`config.mk`:
```
export PLATFORM = sky130hd
export DESIGN_NAME = dac_chan_bank
export DESIGN_NICKNAME = d
export VERILOG_FILES = /design/src/rtl/dac_bank_pkg.sv /design/src/rtl/dac_rst_sync.sv /design/src/rtl/dac_ctrl_decode.sv /design/src/rtl/dac_channel.sv /design/src/rtl/dac_chan_bank.sv
export SDC_FILE = /design/constraint.sdc
export NUM_CORES = 1
export LEC_CHECK = 0
export ABC_AREA = 1
export BUFFER_PORTS_ARGS = -buffer_cell sky130_fd_sc_hd__clkbuf_2
export CORE_UTILIZATION = 51
export CTS_CLUSTER_DIAMETER = 60
export DETAILED_ROUTE_END_ITERATION = 6
export GPL_TIMING_DRIVEN = 0
export PLACE_DENSITY = 0.86
export SLEW_MARGIN = 15
export SYNTH_ARGS = -nofsm -noshare
export SYNTH_HDL_FRONTEND = slang
export SYNTH_SLANG_ARGS = --single-unit
```
`constraint.sdc`:
```
create_clock -name clk -period 4.2 [get_ports clk]
set_input_delay 0.84 -clock clk [delete_from_list [all_inputs] [get_ports clk]]
set_output_delay 0.84 -clock clk [all_outputs]
set_load 0.02 [all_outputs]
```
`src/rtl/dac_bank_pkg.sv`:
```
package dac_bank_pkg;

  // Load action carried in the control byte.
  typedef enum logic [1:0] {
    LD_STAGE_ONLY = 2'b00,
    LD_SELF       = 2'b01,
    LD_ALL        = 2'b10,
    LD_RESERVED   = 2'b11
  } load_act_e;

  localparam int CTRL_W      = 8;
  localparam int CTRL_PD_BIT = 0;
  localparam int CTRL_SEL_LO = 1;

endpackage

```
`src/rtl/dac_rst_sync.sv`:
```
module dac_rst_sync #(
  parameter int STAGES = 2
) (
  input  logic clk,
  input  logic rst_n,
  output logic rst_n_sync
);

  logic [STAGES-1:0] chain_q;
  logic [STAGES-1:0] chain_d;

  always_comb begin
    chain_d = {chain_q[STAGES-2:0], 1'b1};
  end

  always_ff @(posedge clk or negedge rst_n) begin
    if (!rst_n) chain_q <= '0;
    else        chain_q <= chain_d;
  end

  assign rst_n_sync = chain_q[STAGES-1];

endmodule

```
`src/rtl/dac_ctrl_decode.sv`:
```
module dac_ctrl_decode
  import dac_bank_pkg::*;
#(
  parameter int N_CH = 4
) (
  input  logic              rst_n,
  input  logic              clk,
  input  logic              wr_valid,
  input  logic [CTRL_W-1:0] ctrl,
  output logic [N_CH-1:0]   stage_en,
  output logic [N_CH-1:0]   load_en,
  output logic              pd_req
);

  localparam int SEL_W     = (N_CH > 1) ? $clog2(N_CH) : 1;
  localparam int LD_LO     = CTRL_SEL_LO + SEL_W;
  localparam int BCAST_BIT = LD_LO + 2;

  logic [SEL_W-1:0] sel;
  load_act_e        act;
  logic             bcast;

  always_comb begin
    sel    = ctrl[CTRL_SEL_LO +: SEL_W];
    act    = load_act_e'(ctrl[LD_LO +: 2]);
    bcast  = ctrl[BCAST_BIT];
    pd_req = ctrl[CTRL_PD_BIT];
    for (int i = 0; i < N_CH; i++) begin
      stage_en[i] = wr_valid && (bcast || (sel == SEL_W'(i)));
      load_en[i]  = wr_valid && (bcast || (act == LD_ALL) ||
                                 ((act == LD_SELF) && (sel == SEL_W'(i))));
    end
  end

  // Broadcast stages every channel.
  assert_bcast_all_R7: assert property (@(posedge clk) disable iff (!rst_n)
    (wr_valid && bcast) |-> (&stage_en && &load_en));

  // Idle port enables nothing.
  assert_idle_quiet_R10: assert property (@(posedge clk) disable iff (!rst_n)
    !wr_valid |-> (stage_en == '0 && load_en == '0));

  // Without broadcast at most one channel is staged.
  assert_single_target_R9: assert property (@(posedge clk) disable iff (!rst_n)
    (wr_valid && !bcast) |-> $countones(stage_en) == 1);

endmodule

```
`src/rtl/dac_channel.sv`:
```
module dac_channel #(
  parameter int DATA_W = 16,
  parameter int PD_W   = 2
) (
  input  logic              clk,
  input  logic              rst_n,
  input  logic              stage_en,
  input  logic              load_en,
  input  logic              pd_req,
  input  logic [PD_W-1:0]   pd_code,
  input  logic [DATA_W-1:0] wdata,
  output logic [DATA_W-1:0] code,
  output logic [PD_W-1:0]   mode,
  output logic              active
);

  localparam int REG_W = PD_W + DATA_W;

  logic [REG_W-1:0] stg_q, stg_d;
  logic             stg_pd_q, stg_pd_d;
  logic [REG_W-1:0] live_q, live_d;
  logic             live_pd_q, live_pd_d;

  always_comb begin
    stg_d    = stg_q;
    stg_pd_d = stg_pd_q;
    if (stage_en) begin
      if (pd_req) begin
        stg_d    = {pd_code, stg_q[DATA_W-1:0]};
        stg_pd_d = 1'b1;
      end else begin
        stg_d    = {{PD_W{1'b0}}, wdata};
        stg_pd_d = 1'b0;
      end
    end
    live_d    = stg_d;
    live_pd_d = stg_pd_d;
  end

  always_ff @(posedge clk or negedge rst_n) begin
    if (!rst_n) begin
      stg_q    <= '0;
      stg_pd_q <= 1'b0;
    end else if (stage_en) begin
      stg_q    <= stg_d;
      stg_pd_q <= stg_pd_d;
    end
  end

  always_ff @(posedge clk or negedge rst_n) begin
    if (!rst_n) begin
      live_q    <= '0;
      live_pd_q <= 1'b0;
    end else if (load_en) begin
      live_q    <= live_d;
      live_pd_q <= live_pd_d;
    end
  end

  assign code   = live_q[DATA_W-1:0];
  assign mode   = live_q[REG_W-1:DATA_W];
  assign active = ~live_pd_q;

  // A running channel never carries a power-down code.
  assert_run_mode_zero_R8: assert property (@(posedge clk) disable iff (!rst_n)
    active |-> (mode == '0));

  // Normal write lands the new word in staging.
  assert_stage_data_R2: assert property (@(posedge clk) disable iff (!rst_n)
    (stage_en && !pd_req) |=> (stg_q[DATA_W-1:0] == $past(wdata) && !stg_pd_q));

  // Power-down write keeps the staged data bits.
  assert_pd_keeps_data_R3: assert property (@(posedge clk) disable iff (!rst_n)
    (stage_en && pd_req) |=> ($stable(stg_q[DATA_W-1:0]) && stg_pd_q));

  // Live register holds without a load.
  assert_live_hold_R4: assert property (@(posedge clk) disable iff (!rst_n)
    !load_en |=> ($stable(live_q) && $stable(live_pd_q)));

  // A loaded channel mirrors staging on the next cycle.
  assert_load_copy_R5: assert property (@(posedge clk) disable iff (!rst_n)
    load_en |=> (live_q == stg_q && live_pd_q == stg_pd_q));

endmodule

```
`src/rtl/dac_chan_bank.sv`:
```
module dac_chan_bank
  import dac_bank_pkg::*;
#(
  parameter int N_CH   = 4,
  parameter int DATA_W = 16,
  parameter int PD_W   = 2
) (
  input  logic                   clk,
  input  logic                   rst_n,
  input  logic                   wr_valid,
  input  logic [CTRL_W-1:0]      wr_ctrl,
  input  logic [DATA_W/2-1:0]    wr_msb,
  input  logic [DATA_W/2-1:0]    wr_lsb,
  output logic [N_CH*DATA_W-1:0] out_code,
  output logic [N_CH*PD_W-1:0]   out_mode,
  output logic [N_CH-1:0]        out_active
);

  localparam int BYTE_W = DATA_W / 2;

  logic              rst_n_int;
  logic [N_CH-1:0]   stage_en;
  logic [N_CH-1:0]   load_en;
  logic              pd_req;
  logic [PD_W-1:0]   pd_code;
  logic [DATA_W-1:0] wdata;

  assign pd_code = wr_msb[BYTE_W-1 -: PD_W];
  assign wdata   = {wr_msb, wr_lsb};

  dac_rst_sync #(.STAGES(2)) u_rst (
    .clk        (clk),
    .rst_n      (rst_n),
    .rst_n_sync (rst_n_int)
  );

  dac_ctrl_decode #(.N_CH(N_CH)) u_dec (
    .rst_n    (rst_n_int),
    .clk      (clk),
    .wr_valid (wr_valid),
    .ctrl     (wr_ctrl),
    .stage_en (stage_en),
    .load_en  (load_en),
    .pd_req   (pd_req)
  );

  for (genvar g = 0; g < N_CH; g++) begin : g_ch
    dac_channel #(.DATA_W(DATA_W), .PD_W(PD_W)) u_ch (
      .clk      (clk),
      .rst_n    (rst_n_int),
      .stage_en (stage_en[g]),
      .load_en  (load_en[g]),
      .pd_req   (pd_req),
      .pd_code  (pd_code),
      .wdata    (wdata),
      .code     (out_code[g*DATA_W +: DATA_W]),
      .mode     (out_mode[g*PD_W +: PD_W]),
      .active   (out_active[g])
    );
  end

endmodule

```
==> metrics.md, run 1 <==
| Metric | Value |
|---|---|
| CTS resizes | `0` |
| Crit path max-delay family | `flip-flops` |
| Achievable clock frequency | `0.514 GHz` |
| DP Cell Count | `1117` |
| Synth top area cells | `dfrtp_1, nand2_1, nand3_1` |
| Synth warn | `0` |
| Skew final | `6.15 ps` |
| Synth area leader | `dfrtp_1` |
| WP data required | `3360 ps` |
| Synth async-reset ratio | `1.00` |
| Highest routed layer | `met4` |
| # H-tree levels | `4` |
| Crit path DAT | `1100 ps` |
| Final Max Tran Viols | `0` |
| Post-synthesis adder-cell area fraction | `0` |
| Post-synth cell types | `20` |
| Slew HR | `0.528` |
| Post-synthesis cell count | `845` |
| Gp weighted congestion | `0.841` |
| Sequential area share after synthesis | `0.565` |
| Drt first pass iters | `6` |
| Worst slew pin tran | `708 ps` |
| Vias in the first global route | `5691` |
| Core Util, Final | `0.640` |
| Pleak | `4.81 nW` |
| WL per Instance | `14.4 µm` |
| Crit path launch type | `register` |
| Outcome | `finished clean` |
| Postcts setup bufs | `0` |
| Post-Synthesis Cell Area | `0.00682 mm²` |
| Remaining DRCs | `0` |
| HPWL Detailed | `11400 µm` |
| Detailed Route WL | `16500 µm` |
| IO Port Bufs | `98` |
| Grt total ovfl | `0` |
| Initial antenna violation count | `0` |
| Synth-to-Final Area Change | `20.5%` |
| Total GRT Usage | `0.253` |
| Synth Register Bits | `154` |
| Setup CP Type | `reg -> out` |
| First-pass GRT wire length | `27400 µm` |
| VDD IR max | `0.291 mV` |
| M1 WL | `7050 µm` |
| Largest net degree at the start of global routing | `54` |
| Final hold vios | `0` |
| HP Class | `in -> async` |
| Setup violations, final | `0` |
| Prevailing post-synth register cell | `dfrtp_1` |
| CTS Buf Count | `17` |
| Buffer and inverter count on the worst path | `3` |
| Mux cell area share after synthesis | `0` |
| Ports | `103` |
| Fillcell total | `1073` |
| Synth Area in Compound Gates | `0.0110` |
| Reg clk slew, reported paths | `60 ps` |
| Initial Util | `0.532` |
| Layout cell share with drive strength beyond 1 | `0.202` |
| Area fraction in and, or, nand and nor cells after synthesis | `0.372` |
| Crit Path Max Fanout | `2` |
| Cts hold-fix bufs | `0` |
| Vias per inst | `5.12` |
| Die height | `118 µm` |
| Combinational family with the most area after synthesis | `simple AND/OR/NAND/NOR gates` |
| CP max stage cell | `dfrtp_1` |
| Met3 wire len | `1180 µm` |
| Setup_tns | `0 ps` |
| Clock period minus worst slack | `1940 ps` |
| Synthesized net count | `872` |
| Slowest cell delay on critical path | `380 ps` |
| Full die area | `0.0138 mm²` |
| Endpoint type of the worst setup path | `output port` |
| Worst path cell trace | `inv_1 > buf_4 > clkbuf_2` |
| Clock Path Buffers | `2` |
| Core ar. | `0.0128 mm²` |
| Initial DRC Count | `574` |
| Site Rows | `41` |
| Max-cap violation count | `0` |
| Most instantiated library cell after synthesis | `nand2_1` |
| Synthesized area per cell | `8.07 µm²` |
| CTS tree | `yes` |
| Non-filler cells, final | `1148` |
| Synth Area in XOR/XNOR | `0` |
| Antenna viol nets, final | `0` |
| Clock Sinks | `154` |
| RSZ-0062 raised after global routing | `false` |
| Met2 Wirelength | `7710 µm` |
| Period utilization | `0.463` |
| Pwr/cell area | `530 mW/mm²` |
| Die width | `118 µm` |
| Top cells by count, synth | `nand2_1, dfrtp_1, nand3_1, buf_4, buf_2` |
| Diode count | `0` |
| Yosys top cell area share | `0.565` |
| Vias | `5882` |
| EDFF count, synth | `0` |
| Nets | `991` |
| Clock latency on the worst-skew pair | `430 ps` |
| Root Driver | `clkbuf_16` |
layer usage:
metal  track usage  vias up
li1              -     2830
met1         0.332     2741
met2         0.392      263
met3        0.0577       48
met4         0.136        0
met5             0        -
path summary, 6_finish.rpt:
check                                  startpoint                endpoint  slack (ps)  cells past startpoint
max                        g_ch[0].u_ch.live_pd_q           out_active[0]        2260                      3
min                                         rst_n        u_rst.chain_q[0]         180                      1
max reg2reg                      u_rst.chain_q[1]  g_ch[1].u_ch.live_pd_q        3120                      1
min reg2reg                      u_rst.chain_q[0]        u_rst.chain_q[1]         350                      0
max in group asynchronous        u_rst.chain_q[1]  g_ch[1].u_ch.live_pd_q        3120                      1
min in group clk                 u_rst.chain_q[0]        u_rst.chain_q[1]         350                      0
area by class of cell:
type                    instances  area, µm²  share of cell area
flip-flops and latches        154       3860               0.470
inverters                      14       52.6             0.00640
well taps                     172        215              0.0262
clock inverters                12        199              0.0242
plain buffers                  41        295              0.0359
repair buffers                100        546              0.0664
multi-input cells             636       2620               0.319
clock buffers                  19        433              0.0527
cell families (layout without fill, tap and decap cells):
logic type / count (synthesis) / in the layout
DFF: 154 / 154
other: 1 / 1
AOI/OAI and AO/OA: 6 / 6
buffers and inverters: 55 / 186
and+or+nand+nor: 629 / 629
registers in the layout, summed over array words and instances (netlist names):
name and count:
g_ch.u_ch.live_pd_q 4, g_ch.u_ch.live_q 72, g_ch.u_ch.stg_pd_q 4, g_ch.u_ch.stg_q 72, u_rst.chain_q 2
stage by stage:
step	worst slack [ps]	hold WS (ps)	power (mW)	instance area, µm²
after floorplan	1650	331	2.44	6820
after global placement	862	334	2.70	7520
after detailed placement	2150	339	2.73	7580
after CTS	2240	174	4.37	8210
after global routing	2200	173	4.56	8210
final	2260	184	4.36	8210
power by group:
group,leakage (nW),switching (mW),internal [mW]
Sequential,1.98,0.141,1.73
Clock,0.295,0.591,1.05
Combinational,2.54,0.569,0.281
cells in the final DEF (no fill, tap or decap), types with 5 or more instances in the layout:
cell type and n:
buf_4 19, inv_2 5, nand2_1 549, clkbuf_2 98, nand3_1 60, buf_2 14, clkbuf_16 17, inv_1 9
bufinv_16 5, nand2_2 7, buf_6 7, dfrtp_1 153, nor2_2 5
Note: power is estimated with default switching activity, not from simulation.
==> inputs of run 2 (changes only) <==
==> constraint.sdc (replaced) <==
create_clock -name clk -period 1.6 [get_ports clk]
set_input_delay 0.32 -clock clk [delete_from_list [all_inputs] [get_ports clk]]
set_output_delay 0.32 -clock clk [all_outputs]
set_load 0.02 [all_outputs]
==> metrics.md, run 2 (synthesis gave the netlist of run 1 again) <==
| Metric | Value |
|---|---|
| Fillcell total | `1053 (was 1073)` |
| Met3 GRT Util | `0.0552 (was 0.0577)` |
| CTS tree | `yes (unchanged)` |
| Die width | `118 µm (unchanged)` |
| Max-cap violation count | `0 (unchanged)` |
| Final hold slack | `207 ps (was 184 ps)` |
| Die height | `118 µm (unchanged)` |
| # H-tree levels | `4 (unchanged)` |
| RSZ-0062 raised after global routing | `false (unchanged)` |
| Achievable clock frequency | `0.699 GHz` |
| Pint | `7.51 mW (was 3.06 mW)` |
| Layout cell share with drive strength beyond 1 | `0.203 (was 0.202)` |
| Vias in the first global route | `5866 (was 5691)` |
| Clock period minus worst slack | `1430 ps` |
| Pwr/cell area | `1350 mW/mm² (was 530 mW/mm²)` |
| Multi-input gate area | `0.00262 mm² (unchanged)` |
| Initial DRC Count | `479 (was 574)` |
| Slew HR | `0.614 (was 0.528)` |
| Drt first pass iters | `5 (was 6)` |
| HPWL Detailed | `11400 µm (about the same)` |
| Endpoint type of the worst setup path | `output port (unchanged)` |
| Detailed Route WL | `16600 µm (was 16500 µm)` |
| Nets | `992 (was 991)` |
| Commonest non-fill, non-tap cell in the layout | `nand2_1 (unchanged)` |
| Synth-to-Final Area Change | `19.7% (was 20.5%)` |
| First-pass GRT wire length | `28200 µm (was 27400 µm)` |
| WP data required | `1280 ps (was 3360 ps)` |
| GR met2 Demand/Resource | `0.409 (was 0.392)` |
| Part of the power in registers | `0.446 (was 0.429)` |
| Clock Path Buffers | `2 (unchanged)` |
| Setup violations, final | `0 (unchanged)` |
| VDD IR max | `0.714 mV (was 0.291 mV)` |
| Reg clk slew, reported paths | `60 ps (about the same)` |
| Vias per inst | `5.05 (was 5.12)` |
| Reg2reg setup slack | `630 ps (was 3120 ps)` |
| Commonest cells after routing, fill and taps aside | `nand2_1, dfrtp_1, clkbuf_2, nand3_1, buf_4 (unchanged)` |
| Skew final | `10.5 ps (was 6.15 ps)` |
| Root Driver | `clkbuf_16 (unchanged)` |
| Diode count | `0 (unchanged)` |
| Clock latency on the worst-skew pair | `430 ps (about the same)` |
| Full die area | `0.0138 mm² (unchanged)` |
| Gp weighted congestion | `0.834 (was 0.841)` |
| Largest net degree at the start of global routing | `61 (was 54)` |
| Grt met1 use | `0.328 (was 0.332)` |
| Crit path launch type | `register (unchanged)` |
| IO Port Bufs | `98 (unchanged)` |
| Grt total ovfl | `0 (unchanged)` |
| Ports | `103 (unchanged)` |
| Initial antenna violation count | `0 (unchanged)` |
| Clock Sinks | `154 (unchanged)` |
| Clock Power Share | `0.351 (was 0.376)` |
| Pleak | `4.79 nW (was 4.81 nW)` |
| Biggest regs | `g_ch.u_ch.live_q (72), g_ch.u_ch.stg_q (72) (unchanged)` |
| Comb power frac | `0.204 (was 0.195)` |
| Total GRT Usage | `0.257 (was 0.253)` |
| HP Class | `in -> async (unchanged)` |
| DP Cell Count | `1117 (unchanged)` |
| P_sw | `3.49 mW (was 1.30 mW)` |
| Antenna viol nets, final | `0 (unchanged)` |
| Initial Util | `0.532 (unchanged)` |
| Critical path origin | `g_ch[0].u_ch.live_pd_q (unchanged)` |
| Outcome | `finished clean (unchanged)` |
| Final Max Tran Viols | `0 (unchanged)` |
| Global route hottest layer | `met2 (unchanged)` |
| Crit Path Max Fanout | `2 (unchanged)` |
| CTS Buf Count | `17 (unchanged)` |
| WL per Instance | `14.4 µm (about the same)` |
| R2r endpoint | `g_ch[0].u_ch.live_q[1] (was g_ch[1].u_ch.live_pd_q)` |
| Non-filler cells, final | `1150 (was 1148)` |
| Core ar. | `0.0128 mm² (unchanged)` |
| Seq. cell area | `0.00386 mm² (unchanged)` |
| Critical R2R Launch | `g_ch[0].u_ch.stg_q[1] (was u_rst.chain_q[1])` |
| Period utilization | `0.894` |
| Vias | `5811 (was 5882)` |
| Site Rows | `41 (unchanged)` |
| Switching Share | `0.318 (was 0.298)` |
| Setup CP Type | `reg -> out (unchanged)` |
| Crit path DAT | `1110 ps (was 1100 ps)` |
| Worst setup path endpoint | `out_active[0] (unchanged)` |
| Worst r2r path cells | `6 (was 1)` |
| Final hold vios | `0 (unchanged)` |
| Remaining DRCs | `0 (unchanged)` |
| Worst slew pin tran | `578 ps (was 708 ps)` |
[run 2: cell count changes in the layout (fill, tap and decap cells not counted)]
| cell | change |
|---|---|
| bufinv_16 | -4 |
| inv_6 | +3 |
| clkbuf_8 | +2 |
| clkinvlp_4 | +2 |
| clkbuf_1 | -1 |
| clkinv_2 | -1 |
| dlygate4sd3_1 | +1 |
[run 2: through the flow]
stage / TNS, ps / instance area [µm²] / setup slack (ps) / utilization / power, mW
6_report: 0 / 8160 / 169 / 0.637 / 11.0
5_1_grt: 0 / 8160 / 126 / 0.637 / 11.5
4_1_cts: 0 / 8160 / 170 / 0.637 / 11.0
3_5_place_dp: 0 / 7580 / 96.9 / 0.591 / 7.17
3_3_place_gp: -73280 / 7530 / -490 / 0.587 / 7.08
2_1_floorplan: -1010 / 6820 / -6.63 / - / 6.42
[run 2: layout make-up]
class,count,area share
Sequential cell,154,0.472
Multi-Input combinational cell,636,0.320
Timing Repair Buffer,101,0.0680
Clock buffer,20,0.0559
Buffer,41,0.0362
Tap cell,172,0.0264
Clock inverter,12,0.0141
Inverter,14,0.00644
[run 2: critical path, stage by stage, from the launching register on]
cell and delay (ps):
dfrtp_1 380, inv_1 60, buf_4 90, clkbuf_2 150
[run 2: how the worst min path moves through the flow]
stage / startpoint / end / slack [ps]
after floorplan: rst_n / u_rst.chain_q[0] / 20
after global placement: rst_n / u_rst.chain_q[0] / 110
after detailed placement: rst_n / u_rst.chain_q[0] / 110
after CTS: rst_n / u_rst.chain_q[1] / 200
after global routing: rst_n / u_rst.chain_q[1] / 220
final: rst_n / u_rst.chain_q[0] / 210
[run 2: per-layer routing]
metal  vias to the layer above  part of all wire
li1                       2833                 -
met2                       242              0.47
met5                         -                 0
met4                         0             0.040
met1                      2682              0.43
met3                        54             0.061
[run 2: what timing repair did]
item                                    CTS  global route
gates resized for setup                   0             0
buffers inserted                          0             0
hold buffers                              1             0
endpoints found under the setup margin    0             0
hold endpoints to repair                  2             0
[run 2: power by group through the flow]
stage / logic [mW] / registers, mW / clock network [mW]
floorplan: 1.07 / 5.35 / 0
global placement: 2.09 / 4.99 / 0
detailed placement: 2.23 / 4.95 / 0
CTS: 2.26 / 4.90 / 3.87
global route: 2.49 / 4.98 / 4.04
finish: 2.24 / 4.90 / 3.86
